**src/rtl/i2c_tgt_pkg.sv**
```systemverilog
`timescale 1ns/1ps
package i2c_tgt_pkg;

  typedef enum logic [2:0] {
    ST_IDLE,
    ST_ADDR,
    ST_ADDR_ACK,
    ST_RX,
    ST_RX_ACK,
    ST_TX,
    ST_TX_ACK,
    ST_HOLD_OFF
  } tgt_state_e;

  // Address byte carries the device address in bits 7..1
  function automatic logic addr_hit(input logic [7:0] byte_v, input logic [6:0] own);
    return byte_v[7:1] == own;
  endfunction

  // The target acknowledges its address only when not busy
  function automatic logic addr_accept(input logic [7:0] byte_v, input logic [6:0] own,
                                       input logic busy);
    return addr_hit(byte_v, own) && !busy;
  endfunction

endpackage

```
**src/rtl/i2c_line_sync.sv**
```systemverilog
`timescale 1ns/1ps
module i2c_line_sync #(
  parameter int STAGES = 2
) (
  input  logic clk,
  input  logic rst_n,
  input  logic line_i,
  output logic level_o,
  output logic rise_o,
  output logic fall_o
);
  localparam int DEPTH = STAGES + 1;

  logic [DEPTH-1:0] pipe_q;

  always_ff @(posedge clk or negedge rst_n) begin
    if (!rst_n) pipe_q <= '1;
    else        pipe_q <= {pipe_q[DEPTH-2:0], line_i};
  end

  assign level_o = pipe_q[STAGES-1];
  assign rise_o  = pipe_q[STAGES-1] & ~pipe_q[STAGES];
  assign fall_o  = ~pipe_q[STAGES-1] & pipe_q[STAGES];
endmodule

```
**src/rtl/i2c_bus_cond.sv**
```systemverilog
`timescale 1ns/1ps
module i2c_bus_cond (
  input  logic scl_level_i,
  input  logic sda_rise_i,
  input  logic sda_fall_i,
  output logic start_o,
  output logic stop_o
);
  // Data edges while the clock line is high are bus conditions
  assign start_o = scl_level_i & sda_fall_i;
  assign stop_o  = scl_level_i & sda_rise_i;
endmodule

```
**src/rtl/i2c_shift_reg.sv**
```systemverilog
`timescale 1ns/1ps
module i2c_shift_reg #(
  parameter int WIDTH = 8
) (
  input  logic             clk,
  input  logic             rst_n,
  input  logic             load_i,
  input  logic [WIDTH-1:0] load_val_i,
  input  logic             shift_i,
  input  logic             bit_i,
  output logic [WIDTH-1:0] q_o
);
  always_ff @(posedge clk or negedge rst_n) begin
    if (!rst_n)       q_o <= '0;
    else if (load_i)  q_o <= load_val_i;
    else if (shift_i) q_o <= {q_o[WIDTH-2:0], bit_i};
  end
endmodule

```
**src/rtl/i2c_cond_ack_target.sv**
```systemverilog
`timescale 1ns/1ps
module i2c_cond_ack_target
  import i2c_tgt_pkg::*;
#(
  parameter logic [6:0] OWN_ADDR    = 7'h2A,
  parameter int         SYNC_STAGES = 2,
  parameter int         BYTE_W      = 8
) (
  input  logic              clk,
  input  logic              rst_n,
  input  logic              scl_i,
  input  logic              sda_i,
  output logic              sda_oe_o,
  input  logic              busy_i,
  input  logic              rx_full_i,
  output logic              rx_valid_o,
  output logic [BYTE_W-1:0] rx_data_o,
  output logic              tx_req_o,
  input  logic [BYTE_W-1:0] tx_data_i
);
  localparam int CNT_W   = $clog2(BYTE_W + 1);
  localparam int N_LINES = 2;
  localparam logic [CNT_W-1:0] LAST_BIT = CNT_W'(BYTE_W);

  // ---------------- line synchronisers (index 0 = SCL, 1 = SDA)
  logic [N_LINES-1:0] raw_lines, lvl, rise, fall;
  assign raw_lines = {sda_i, scl_i};

  for (genvar g = 0; g < N_LINES; g++) begin : g_sync
    i2c_line_sync #(.STAGES(SYNC_STAGES)) u_sync (
      .clk    (clk),
      .rst_n  (rst_n),
      .line_i (raw_lines[g]),
      .level_o(lvl[g]),
      .rise_o (rise[g]),
      .fall_o (fall[g])
    );
  end

  // Named internal events for the assertions
  logic scl_s, sda_s, scl_rise, scl_fall, start_evt, stop_evt;
  assign scl_s    = lvl[0];
  assign sda_s    = lvl[1];
  assign scl_rise = rise[0];
  assign scl_fall = fall[0];

  i2c_bus_cond u_cond (
    .scl_level_i(scl_s),
    .sda_rise_i (rise[1]),
    .sda_fall_i (fall[1]),
    .start_o    (start_evt),
    .stop_o     (stop_evt)
  );

  // ---------------- state
  tgt_state_e        state_q;
  logic [CNT_W-1:0]  bit_cnt_q;
  logic              rw_q, tx_acked_q, oe_q, rx_valid_q, tx_req_q;
  logic [BYTE_W-1:0] rx_data_q;

  // ---------------- shift register control
  logic              sh_load, sh_shift, sh_bit;
  logic [BYTE_W-1:0] sh_q;

  always_comb begin
    sh_load  = 1'b0;
    sh_shift = 1'b0;
    sh_bit   = 1'b1;
    if (!start_evt && !stop_evt) begin
      if (scl_rise && (state_q == ST_ADDR || state_q == ST_RX) && bit_cnt_q != LAST_BIT) begin
        sh_shift = 1'b1;
        sh_bit   = sda_s;
      end
      if (scl_fall && state_q == ST_TX && bit_cnt_q != LAST_BIT) sh_shift = 1'b1;
      if (scl_fall && ((state_q == ST_ADDR_ACK && rw_q) || (state_q == ST_TX_ACK && tx_acked_q)))
        sh_load = 1'b1;
    end
  end

  i2c_shift_reg #(.WIDTH(BYTE_W)) u_shift (
    .clk       (clk),
    .rst_n     (rst_n),
    .load_i    (sh_load),
    .load_val_i(tx_data_i),
    .shift_i   (sh_shift),
    .bit_i     (sh_bit),
    .q_o       (sh_q)
  );

  // ---------------- protocol state machine
  always_ff @(posedge clk or negedge rst_n) begin
    if (!rst_n) begin
      state_q    <= ST_IDLE;
      bit_cnt_q  <= '0;
      rw_q       <= 1'b0;
      tx_acked_q <= 1'b0;
      oe_q       <= 1'b0;
      rx_valid_q <= 1'b0;
      rx_data_q  <= '0;
      tx_req_q   <= 1'b0;
    end else begin
      rx_valid_q <= 1'b0;
      tx_req_q   <= 1'b0;
      if (start_evt) begin
        state_q    <= ST_ADDR;
        bit_cnt_q  <= '0;
        oe_q       <= 1'b0;
        tx_acked_q <= 1'b0;
      end else if (stop_evt) begin
        state_q    <= ST_IDLE;
        bit_cnt_q  <= '0;
        oe_q       <= 1'b0;
        tx_acked_q <= 1'b0;
      end else begin
        case (state_q)
          ST_ADDR: begin
            if (scl_rise && bit_cnt_q != LAST_BIT) bit_cnt_q <= bit_cnt_q + 1'b1;
            if (scl_fall && bit_cnt_q == LAST_BIT) begin
              if (addr_accept(sh_q, OWN_ADDR, busy_i)) begin
                oe_q     <= 1'b1;
                rw_q     <= sh_q[0];
                tx_req_q <= sh_q[0];
                state_q  <= ST_ADDR_ACK;
              end else begin
                state_q  <= ST_HOLD_OFF;
              end
            end
          end
          ST_ADDR_ACK: begin
            if (scl_fall) begin
              bit_cnt_q  <= '0;
              tx_acked_q <= 1'b0;
              if (rw_q) begin
                oe_q    <= ~tx_data_i[BYTE_W-1];
                state_q <= ST_TX;
              end else begin
                oe_q    <= 1'b0;
                state_q <= ST_RX;
              end
            end
          end
          ST_RX: begin
            if (scl_rise && bit_cnt_q != LAST_BIT) bit_cnt_q <= bit_cnt_q + 1'b1;
            if (scl_fall && bit_cnt_q == LAST_BIT) begin
              if (!rx_full_i) begin
                oe_q       <= 1'b1;
                rx_valid_q <= 1'b1;
                rx_data_q  <= sh_q;
                state_q    <= ST_RX_ACK;
              end else begin
                state_q    <= ST_HOLD_OFF;
              end
            end
          end
          ST_RX_ACK: begin
            if (scl_fall) begin
              oe_q      <= 1'b0;
              bit_cnt_q <= '0;
              state_q   <= ST_RX;
            end
          end
          ST_TX: begin
            if (scl_rise && bit_cnt_q != LAST_BIT) bit_cnt_q <= bit_cnt_q + 1'b1;
            if (scl_fall) begin
              if (bit_cnt_q == LAST_BIT) begin
                oe_q       <= 1'b0;
                tx_acked_q <= 1'b0;
                state_q    <= ST_TX_ACK;
              end else begin
                oe_q <= ~sh_q[BYTE_W-2];
              end
            end
          end
          ST_TX_ACK: begin
            if (scl_rise) begin
              if (!sda_s) begin
                tx_acked_q <= 1'b1;
                tx_req_q   <= 1'b1;
              end else begin
                state_q    <= ST_HOLD_OFF;
              end
            end
            if (scl_fall && tx_acked_q) begin
              oe_q       <= ~tx_data_i[BYTE_W-1];
              bit_cnt_q  <= '0;
              tx_acked_q <= 1'b0;
              state_q    <= ST_TX;
            end
          end
          default: ;
        endcase
      end
    end
  end

  assign sda_oe_o   = oe_q;
  assign rx_valid_o = rx_valid_q;
  assign rx_data_o  = rx_data_q;
  assign tx_req_o   = tx_req_q;

  // ---------------- assertions
  a_r1_ack_held_high_phase: assert property (@(posedge clk) disable iff (!rst_n)
    ((state_q == ST_ADDR_ACK || state_q == ST_RX_ACK) && scl_s) |-> sda_oe_o);

  a_r2_busy_refuses_addr: assert property (@(posedge clk) disable iff (!rst_n)
    (scl_fall && state_q == ST_ADDR && bit_cnt_q == LAST_BIT && busy_i) |=>
      (!sda_oe_o && !tx_req_o && state_q == ST_HOLD_OFF));

  a_r4_rx_single_pulse: assert property (@(posedge clk) disable iff (!rst_n)
    rx_valid_o |=> !rx_valid_o);

  a_r5_full_refuses_byte: assert property (@(posedge clk) disable iff (!rst_n)
    (scl_fall && state_q == ST_RX && bit_cnt_q == LAST_BIT && rx_full_i && !start_evt && !stop_evt) |=>
      (!sda_oe_o && !rx_valid_o));

  a_r7_tx_ack_released: assert property (@(posedge clk) disable iff (!rst_n)
    (state_q == ST_TX_ACK && !(scl_fall && tx_acked_q)) |-> !sda_oe_o);

  a_r8_holdoff_silent: assert property (@(posedge clk) disable iff (!rst_n)
    (state_q == ST_HOLD_OFF) |-> (!sda_oe_o && !tx_req_o && !rx_valid_o));

  a_r9_restart_to_addr: assert property (@(posedge clk) disable iff (!rst_n)
    start_evt |=> (state_q == ST_ADDR && bit_cnt_q == '0 && !sda_oe_o));

  a_r10_oe_moves_scl_low: assert property (@(posedge clk) disable iff (!rst_n)
    !$stable(sda_oe_o) |-> !scl_s);

endmodule

```
**config.mk**
```make
export PLATFORM = sky130hd
export DESIGN_NAME = i2c_cond_ack_target
export DESIGN_NICKNAME = d
export VERILOG_FILES = /design/src/rtl/i2c_tgt_pkg.sv /design/src/rtl/i2c_line_sync.sv /design/src/rtl/i2c_bus_cond.sv /design/src/rtl/i2c_shift_reg.sv /design/src/rtl/i2c_cond_ack_target.sv
export SDC_FILE = /design/constraint.sdc
export NUM_CORES = 1
export LEC_CHECK = 0
export BUFFER_PORTS_ARGS = -buffer_cell sky130_fd_sc_hd__buf_2
export CAP_MARGIN = 40
export CORE_AREA = 10 10 80 82
export CTS_BUF_LIST = sky130_fd_sc_hd__clkbuf_8
export DETAILED_ROUTE_END_ITERATION = 10
export DIE_AREA = 0 0 90 92
export HOLD_SLACK_MARGIN = 0.12
export PLACE_DENSITY_LB_ADDON = 0.25
export SYNTH_ARGS = -nofsm -noshare
export SYNTH_HDL_FRONTEND = slang
export SYNTH_HIERARCHICAL = 1
export SYNTH_SLANG_ARGS = --single-unit
```
**constraint.sdc**
```tcl
create_clock -name clk -period 6.5 [get_ports clk]
set_clock_uncertainty 0.1 [all_clocks]
set_input_delay 0.975 -clock clk [delete_from_list [all_inputs] [get_ports clk]]
set_output_delay 0.975 -clock clk [all_outputs]
set_load 0.02 [all_outputs]
```
======== Word-level counts from Yosys, hierarchy flattened ========
Cells that the tools add are included.
word-level totals
  output and inout bits ................... 11
  register bits after elaboration ......... 34
cells by class
  mux-type cells .......................... 63
  equal/unequal tests ..................... 23
  bitwise logic cells ..................... 15
  add/sub/neg operators ................... 1
  reduce and logical (&&, ||, !) cells .... 29
operators by type and width
  operator              count
  $mux W3               13
  $mux W1               37
  $mux W4               5
  $ne A4 B3 Y1 const B  5
  $ne A4 B4 Y1 const B  5
  $pmux W3 S6           1
  $reduce_and A9 Y1     2
  $mux W8               2
  $logic_and A1 B1 Y1   12
  $pmux W4 S3           1
  $reduce_and A5 Y1     2
  $reduce_bool A5 Y1    2
  $eq A3 B3 Y1 const B  3
  $not A1 Y1            9
  $ne A4 B1 Y1 const B  2
  $reduce_bool A8 Y1    1
  $eq A7 B6 Y1 const B  1
  $and A1 B1 Y1         6
  $eq A3 B2 Y1 const B  2
  $pmux W1 S6           1
  $reduce_and A6 Y1     1
  $ne A5 B3 Y1 const B  1
  $ne A5 B4 Y1 const B  1
  $ne A5 B5 Y1 const B  1
  other kinds (12)      15

======== Logic depth before layout (Yosys ltp) ========
Gate-level depths: netlist (run 1).
  depth in word-level cells ............... 9
  gate-level depth with buffers ........... 8
  gate-level depth less buffers ........... 7

======== Hierarchy ========
The synthesis (run 1) kept the hierarchy.
by module, submodules not included
  module               seq. area each (um^2)  instances  cells an instance  area an instance (um^2)
  i2c_cond_ack_target  500.5                  1          133                1296.2
  i2c_shift_reg        200.2                  1          34                 372.9
  i2c_line_sync        78.8                   2          5                  93.8
  i2c_bus_cond         0.0                    1          2                  12.5

======== Worst setup path before layout (run 1) ========
Ideal clock, no wire load.
  path kind ............................... input to register
  start ................................... input port busy_i
  end ..................................... register oe_q, in the netlist sda_oe_o
  path slack .............................. 4.288 ns
  required time ........................... 6.280 ns
  stages on the path ...................... 5
  data arrival time ....................... 1.991 ns
  cell sequence ........................... nor4b_2 -> and3b_1 -> nor3b_1 -> or3_1 -> o211a_1
between the ends
  word-level cells in the longest chain between the ends .. 4
ends and longest elaborated chain
  item                                line                        RTL
  start: declaration                  i2c_cond_ack_target.sv:14   input logic busy_i,
  $logic_not A1 Y1                    i2c_tgt_pkg.sv:23           return addr_hit(byte_v, own) && !busy;
  $logic_and A1 B1 Y1                 i2c_tgt_pkg.sv:23
  $ne A4 B3 Y1 (no source line)       --
  $reduce_and A9 Y1 (no source line)  --
  end signal: assignment              i2c_cond_ack_target.sv:134  oe_q <= ~tx_data_i[BYTE_W-1];
  end signal: assignment              i2c_cond_ack_target.sv:170  oe_q <= ~sh_q[BYTE_W-2];
  end signal: assignment              i2c_cond_ack_target.sv:184  oe_q <= ~tx_data_i[BYTE_W-1];
  end: declaration                    i2c_cond_ack_target.sv:58   logic rw_q, tx_acked_q, oe_q, rx_valid_q, tx_req_q;
Every way passes these cells.
A chain may end at the register's enable or synchronous reset.

======== Worst setup path in the final report (run 1) ========
  start ................................... register g_sync[1].u_sync.pipe_q[1]
  end ..................................... register u_shift.q_o[6]
between the ends
  word-level cells in the longest chain between the ends .. 7
ends and longest elaborated chain
  item                                 line                       RTL
  start: declaration                   i2c_line_sync.sv:14        logic [DEPTH-1:0] pipe_q;
  start signal: assignment             i2c_line_sync.sv:18        else pipe_q <= {pipe_q[DEPTH-2:0], line_i};
  $not A1 Y1                           i2c_line_sync.sv:23        assign fall_o = ~pipe_q[STAGES-1] & pipe_q[STAGES];
  $and A1 B1 Y1                        i2c_line_sync.sv:23
  net fall[1]                          i2c_cond_ack_target.sv:26  logic [N_LINES-1:0] raw_lines, lvl, rise, fall;
  $and A1 B1 Y1                        i2c_bus_cond.sv:10         assign start_o = scl_level_i & sda_fall_i;
  net start_evt                        i2c_cond_ack_target.sv:41  logic scl_s, sda_s, scl_rise, scl_fall, start_evt, stop_evt;
  $logic_not A1 Y1                     i2c_cond_ack_target.sv:69  if (!start_evt && !stop_evt) begin
  $logic_and A1 B1 Y1                  i2c_cond_ack_target.sv:69
  $mux W1                              i2c_cond_ack_target.sv:69
  net sh_shift                         i2c_cond_ack_target.sv:62  logic sh_load, sh_shift, sh_bit;
  $reduce_bool A2 Y1 (no source line)  --
  end signal: assignment               i2c_shift_reg.sv:15        else if (load_i) q_o <= load_val_i;
  end signal: assignment               i2c_shift_reg.sv:16        else if (shift_i) q_o <= {q_o[WIDTH-2:0], bit_i};
  end: declaration                     i2c_shift_reg.sv:11        output logic [WIDTH-1:0] q_o
The timed path passes the listed nets, and every way through them passes these cells.

==> results of run 1 <==
-- critical path, cell delays in order, from the launching register on --
cell     delay [ps]
dfstp_2         570
and2b_2         210
and2_1          170
nor2_4          180
nand3_1         120
nor2_1          670
mux2i_1         270
o21ai_1          70
-- cells by family (layout without fill, tap and decap cells) --
| kind of cell | after synthesis | after routing |
|---|---|---|
| simple gates | 72 | 72 |
| compound gates | 38 | 38 |
| flops | 34 | 34 |
| mux | 18 | 18 |
| buf+inv | 13 | 37 |
| fa+ha+maj | 2 | 2 |
| xor+xnor | 2 | 2 |
-- layout by cell type, fill, tap and decap left out, drive strengths merged, types with 4 or more instances in the layout --
cell type and n:
mux2i 10, nor2 10, nor3 4, dfstp 6
clkbuf 6, o21ai 15, nand4 6, buf 25
a21oi 4, nand2 19, mux2 8, nand3 5
nand2b 4, inv 4, dfrtp 28, nor2b 8
-- cell usage after synthesis, drive strengths merged, types with 2 or more instances --
library cell,number
and2b,2
mux2i,10
nor2,10
and2,2
a22oi,2
inv,4
nand2,19
nor2b,8
o21ai,15
a21oi,4
ha,2
nand2b,4
o22ai,2
buf,8
nor3,4
dfrtp,28
mux2,8
and3b,2
nand3,5
and3,2
a211oi,2
nand4,6
o21bai,2
nor4b,2
dfstp,6
-- report_power, final --
part           switching (W)  internal (W)  total (W)
combinational       0.000107     0.0000990   0.000206
sequential         0.0000743      0.000250   0.000324
clock              0.0000786     0.0000850   0.000164
-- layout make-up --
class | instances | area, sq um | share of cell area
Multi-Input combinational cell | 132 | 923 | 0.438
Sequential cell | 34 | 858 | 0.407
Timing Repair Buffer | 25 | 128 | 0.0606
Tap cell | 70 | 87.6 | 0.0416
Clock buffer | 6 | 82.6 | 0.0392
Inverter | 4 | 15.0 | 0.00713
Clock inverter | 2 | 12.5 | 0.00594
-- sequential cells by signal (all words and copies together) (netlist names) --
name	flops
rx_data_o	8
u_shift/q_o	8
g_sync.u_sync/pipe_q	6
bit_cnt_q	4
state_q	3
rw_q	1
rx_valid_o	1
sda_oe_o	1
tx_acked_q	1
tx_req_o	1
-- how the worst max path moves through the flow --
stage | start | to | slack, ps | cells past startpoint
after detailed placement | g_sync[1].u_sync/pipe_q[1] | u_shift/q_o[6] | 4030 | 7
after floorplan | busy_i | sda_oe_o | 4290 | 5
after CTS | g_sync[1].u_sync/pipe_q[1] | u_shift/q_o[6] | 4010 | 7
final | g_sync[1].u_sync/pipe_q[1] | u_shift/q_o[6] | 4010 | 7
after global routing | g_sync[1].u_sync/pipe_q[1] | u_shift/q_o[6] | 3840 | 7
after global placement | g_sync[1].u_sync/pipe_q[1] | u_shift/q_o[1] | 4020 | 7
-- per-layer routing --
metal	GRT usage	share of wire	vias up
met1	0.132	0.48	676
met2	0.157	0.46	36
met4	0.0477	0.022	0
met3	0.0269	0.041	9
li1	-	-	692
met5	0	0	-
-- metrics by stage --
step / worst slack, ps / util / area, sq um / hold WS (ps) / instances
floorplan: 4290 / - / 1870 / 245 / 179
CTS: 4010 / 0.429 / 2110 / 254 / 273
finish: 4010 / 0.429 / 2110 / 252 / 273
global placement: 4020 / 0.408 / 2000 / 248 / 264
global route: 3840 / 0.429 / 2110 / 257 / 273
detailed placement: 4030 / 0.410 / 2010 / 249 / 265
==> summary.txt, run 1 <==
Outcome
  • Run status: completed

Die
  • DIE HEIGHT: 92 um
  • Starting Density: 0.381
  • Die ar.: 0.00828 sq mm
  • Top-level port count: 25
  • Row cnt: 26
  • Die W: 90 um
  • Core area: 0.00491 sq mm

Place
  • HPWL after DPL: 3030 um
  • Input/output buffers: 24
  • Routability congestion estimate from global placement: 0.868

Global routing
  • Grt ovf: 0
  • Global-route wire length before repair: 7000 um
  • Tot GR Track Use: 0.102
  • Initial antenna violation count: 0
  • Vias in the first global route: 1407
  • Largest net degree at the start of global routing: 35

Timing
  • Number of max-slew violations in the final report: 0
  • Final hold violation count: 0
  • Final period utilization: 0.383
  • Rel. slew slack: 0.457
  • Unrepaired setup endpoints after global routing: false
  • Worst-Margin Slew: 812 ps
  • Final Critical Period: 2490 ps
  • Finish-stage setup viols: 0
  • Setup TNS Final: 0 ps
  • Highest Clock Rate: 402 MHz

Yosys
  • Synth Area in Compound Gates: 0.135
  • Post-Syn Instances: 179
  • Post-synth EDFFs: 0
  • Post-synthesis xor/xnor area fraction: 0.00937
  • Top-area cell type share of the netlist area: 0.375
  • Mux cell area share after synthesis: 0.102
  • Synth area leaders: dfrtp_1 (37%), dfstp_2 (8.4%), mux2i_1 (5.4%)
  • Largest family of logic cells by synthesized area: simple AND/OR/NAND/NOR gates
  • Post-synthesis sequential area ratio: 0.459
  • Syn_nets: 195
  • Area leader, netlist: dfrtp_1
  • Synth cell types: 57
  • Top_reg_cell synth: dfrtp_1
  • Synth Area per Inst: 10.4 sq um
  • Synth Cell Area: 0.00187 sq mm
  • Adder-Cell Fraction of Synth Area: 0.0134
  • Flops & latches, synth: 34
  • Post-synthesis simple-gate area fraction: 0.235
  • Async SR Flop Fraction: 1.00
  • Synth warn: 6

Hold path
  • Class of the worst hold path: register to register
  • Hold path startpoint: g_sync[1].u_sync/pipe_q[0]
  • Hold Crit Depth: 0
  • Hold EP: g_sync[1].u_sync/pipe_q[1]

Setup path
  • CP Data Required Time: 6570 ps
  • R2R cell count: 7
  • Reg2reg start: g_sync[1].u_sync/pipe_q[1]
  • Critical Path AT: 2560 ps
  • Worst-path fanout max: 8
  • Worst R2R Setup Slack: 4010 ps
  • Type of the worst setup path: register to register
  • Reg-to-Reg End: u_shift/q_o[6]
  • Crit path launch type: register
  • Type of destination of the critical path: register

Pwr
  • Total power: 0.000694 W
  • Peak VDD IR: 151 uV
  • Leak pwr: 0.915 nW
  • PwrDens: 330 mW/mm^2

Clock tree
  • CTS max path bufs: 2
  • CTS sink count: 34
  • CTS root buf: clkbuf_8
  • H-tree levels: 2
  • Post-cts repair resize count: 0
  • Worst-path clk slew: 70 ps
  • Setup bufs post-CTS: 0
  • TritonCTS Buffers: 5
  • TritonCTS clock tree: built
  • # hold bufs at CTS: 0
  • Clock latency on the worst-skew pair: 290 ps

Drt
  • Drt initial violations: 87
  • Vias per std cell: 5.18
  • Final wirelength: 4090 um
  • First-pass DRT Iterations: 4
  • Post-route ant nets: 0
  • Post-route DRC: 0
  • Via count: 1413
  • WL/cell: 15.0 um

Final layout
  • Share of cells above drive strength 1: 0.291
  • Fillers: 495
  • Ant. Diodes: 0
  • Synth-to-Final Area Change: 12.7%
  • Nets: 218

Job
  • Max_cap viols: 0
(Power assumes the default switching activity.)
==> run 2: changes to the inputs <==
Clock period 6.5 ns to 2.2 ns, I/O delays scaled along.
==> run 2 against run 1 <==
Against the previous run: die area stayed put; hold slack worse by 99 ps; sequential power rose to 2.8 times the previous value; via count rose by 3.8%; total power rose to 3.1 times the previous value; critical path type unchanged; largest cell class unchanged; highest routed layer unchanged.
==> summary.txt, run 2 (synthesis gave the netlist of run 1 again) <==
Timing
  • Rel. slew slack: 0.504 (was 0.457)
  • Highest Clock Rate: 483 MHz (was 402 MHz)
  • Final hold violation count: 0 (unchanged)
  • Finish-stage setup viols: 0 (unchanged)
  • Unrepaired setup endpoints after global routing: false (unchanged)
  • Setup TNS Final: 0 ps (unchanged)
  • Final period utilization: 0.942 (was 0.383)
  • Final Critical Period: 2070 ps (was 2490 ps)
  • Worst-Margin Slew: 745 ps (was 812 ps)
  • Number of max-slew violations in the final report: 0 (unchanged)

Setup path
  • Type of the worst setup path: register to register (unchanged)
  • R2R cell count: 7 (unchanged)
  • Reg-to-Reg End: rx_data_o[0] (was u_shift/q_o[6])
  • Worst R2R Setup Slack: 130 ps (was 4010 ps)
  • Critical Path AT: 2140 ps (was 2560 ps)
  • Reg2reg start: g_sync[1].u_sync/pipe_q[1] (unchanged)
  • Crit path launch type: register (unchanged)
  • Worst-path fanout max: 9 (was 8)
  • Type of destination of the critical path: register (unchanged)
  • CP Data Required Time: 2270 ps (was 6570 ps)

Die
  • Die ar.: 0.00828 sq mm (unchanged)
  • Core area: 0.00491 sq mm (unchanged)
  • Row cnt: 26 (unchanged)
  • DIE HEIGHT: 92 um (unchanged)
  • Die W: 90 um (unchanged)
  • Top-level port count: 25 (unchanged)
  • Starting Density: 0.381 (unchanged)

Clock tree
  • Worst-path clk slew: 70 ps (about the same)
  • H-tree levels: 2 (unchanged)
  • CTS sink count: 34 (unchanged)
  • Clock latency on the worst-skew pair: 290 ps (about the same)
  • TritonCTS clock tree: built (unchanged)
  • CTS max path bufs: 2 (unchanged)
  • Setup bufs post-CTS: 0 (unchanged)
  • TritonCTS Buffers: 5 (unchanged)
  • CTS root buf: clkbuf_8 (unchanged)

Drt
  • Via count: 1467 (was 1413)
  • First-pass DRT Iterations: 4 (unchanged)
  • Drt initial violations: 144 (was 87)
  • WL/cell: 14.8 um (was 15.0 um)
  • Vias per std cell: 5.09 (was 5.18)
  • Post-route DRC: 0 (unchanged)
  • Post-route ant nets: 0 (unchanged)
  • Final wirelength: 4270 um (was 4090 um)

Place
  • Routability congestion estimate from global placement: 0.898 (was 0.868)
  • HPWL after DPL: 3160 um (was 3030 um)
  • Input/output buffers: 24 (unchanged)

Global routing
  • Largest net degree at the start of global routing: 35 (unchanged)
  • Tot GR Track Use: 0.107 (was 0.102)
  • Grt ovf: 0 (unchanged)
  • Vias in the first global route: 1457 (was 1407)
  • Global-route wire length before repair: 7370 um (was 7000 um)
  • Initial antenna violation count: 0 (unchanged)

Pwr
  • Leak pwr: 0.995 nW (was 0.915 nW)
  • Peak VDD IR: 458 uV (was 151 uV)
  • PwrDens: 954 mW/mm^2 (was 330 mW/mm^2)

Hold path
  • Hold path startpoint: tx_data_i[2] (was g_sync[1].u_sync/pipe_q[0])
  • Class of the worst hold path: input port to register (was register to register)
  • Hold EP: u_shift/q_o[2] (was g_sync[1].u_sync/pipe_q[1])
  • Hold Crit Depth: 3 (was 0)

Final layout
  • Most common cell after layout, fill and taps aside: dfrtp_1 (unchanged)
  • Multi-input gate area: 926 sq um (was 923 sq um)
  • Fillers: 468 (was 495)
  • Share of cells above drive strength 1: 0.326 (was 0.291)
  • Most frequent cells in the layout: dfrtp_1 (28), buf_2 (24), nand2_1 (18) (unchanged)
  • Nets: 233 (was 218)
  • Reg area: 858 sq um (unchanged)
  • Utilization after layout: 0.456 (was 0.429)
  • Synth-to-Final Area Change: 19.9% (was 12.7%)
  • Ant. Diodes: 0 (unchanged)

Outcome
  • Run status: completed (unchanged)

Job
  • Max_cap viols: 0 (unchanged)
run 2: cell count changes in the layout (fill, tap and decap cells not counted), sizes merged:
cell	change
buf	+12
dlygate4sd3	+3
clkinvlp	-1
inv	+1
run 2: cell type report:
| cell class | count | area share |
|---|---|---|
| Multi-Input combinational cell | 132 | 0.413 |
| Inverter | 4 | 0.00670 |
| Tap cell | 70 | 0.0391 |
| Sequential cell | 34 | 0.383 |
| Clock inverter | 2 | 0.00391 |
| Clock buffer | 6 | 0.0368 |
| Timing Repair Buffer | 40 | 0.118 |
run 2: metrics by stage:
stage	hold WS, ps	setup slack [ps]	instances	instance area [sq um]	power [W]
2_1_floorplan	-65.6	110	179	1870	0.00146
4_1_cts	148	116	288	2240	0.00214
6_report	153	128	288	2240	0.00214
3_5_place_dp	253	133	277	2110	0.00165
5_1_grt	150	32.7	288	2240	0.00229
3_3_place_gp	247	183	277	2110	0.00166
run 2: worst max-delay path by stage:
stage	from	end	slack, ps	cells past startpoint
after floorplan	g_sync[1].u_sync/pipe_q[1]	rx_data_o[0]	110	6
after global placement	g_sync[1].u_sync/pipe_q[1]	rx_data_o[4]	180	7
after detailed placement	g_sync[1].u_sync/pipe_q[1]	rx_data_o[6]	130	7
after CTS	g_sync[1].u_sync/pipe_q[1]	rx_data_o[6]	120	7
after global routing	g_sync[1].u_sync/pipe_q[1]	rx_data_o[2]	30	7
final	g_sync[1].u_sync/pipe_q[1]	rx_data_o[0]	130	7
run 2: repair_timing:
action	4_1_cts	5_1_grt
endpoints found under the setup margin	0	1
hold endpoints to repair	30	0
hold buffers	3	0
gates resized for setup	0	2
run 2: worst max-delay path, stage by stage (launching register included):
cell     delay [ps]
dfstp_2         530
and2b_2         200
and2_1          170
nor2_4          140
nand2_2         120
nor3_4          230
buf_12          150
mux2_2          330
run 2: routing by layer:
metal | GRT usage | wire length [um] | vias up
li1 | - | - | 724
met3 | 0.0318 | 296 | 6
met4 | 0.0477 | 48 | 0
met1 | 0.140 | 1980 | 687
met2 | 0.160 | 1940 | 50
met5 | 0 | 0 | -
run 2: power breakdown:
part	leakage, nW	total (W)	internal (W)	switching, W
clock network	0.0524	0.000478	0.000248	0.000230
registers	0.407	0.000901	0.000740	0.000161
logic	0.536	0.000760	0.000359	0.000401
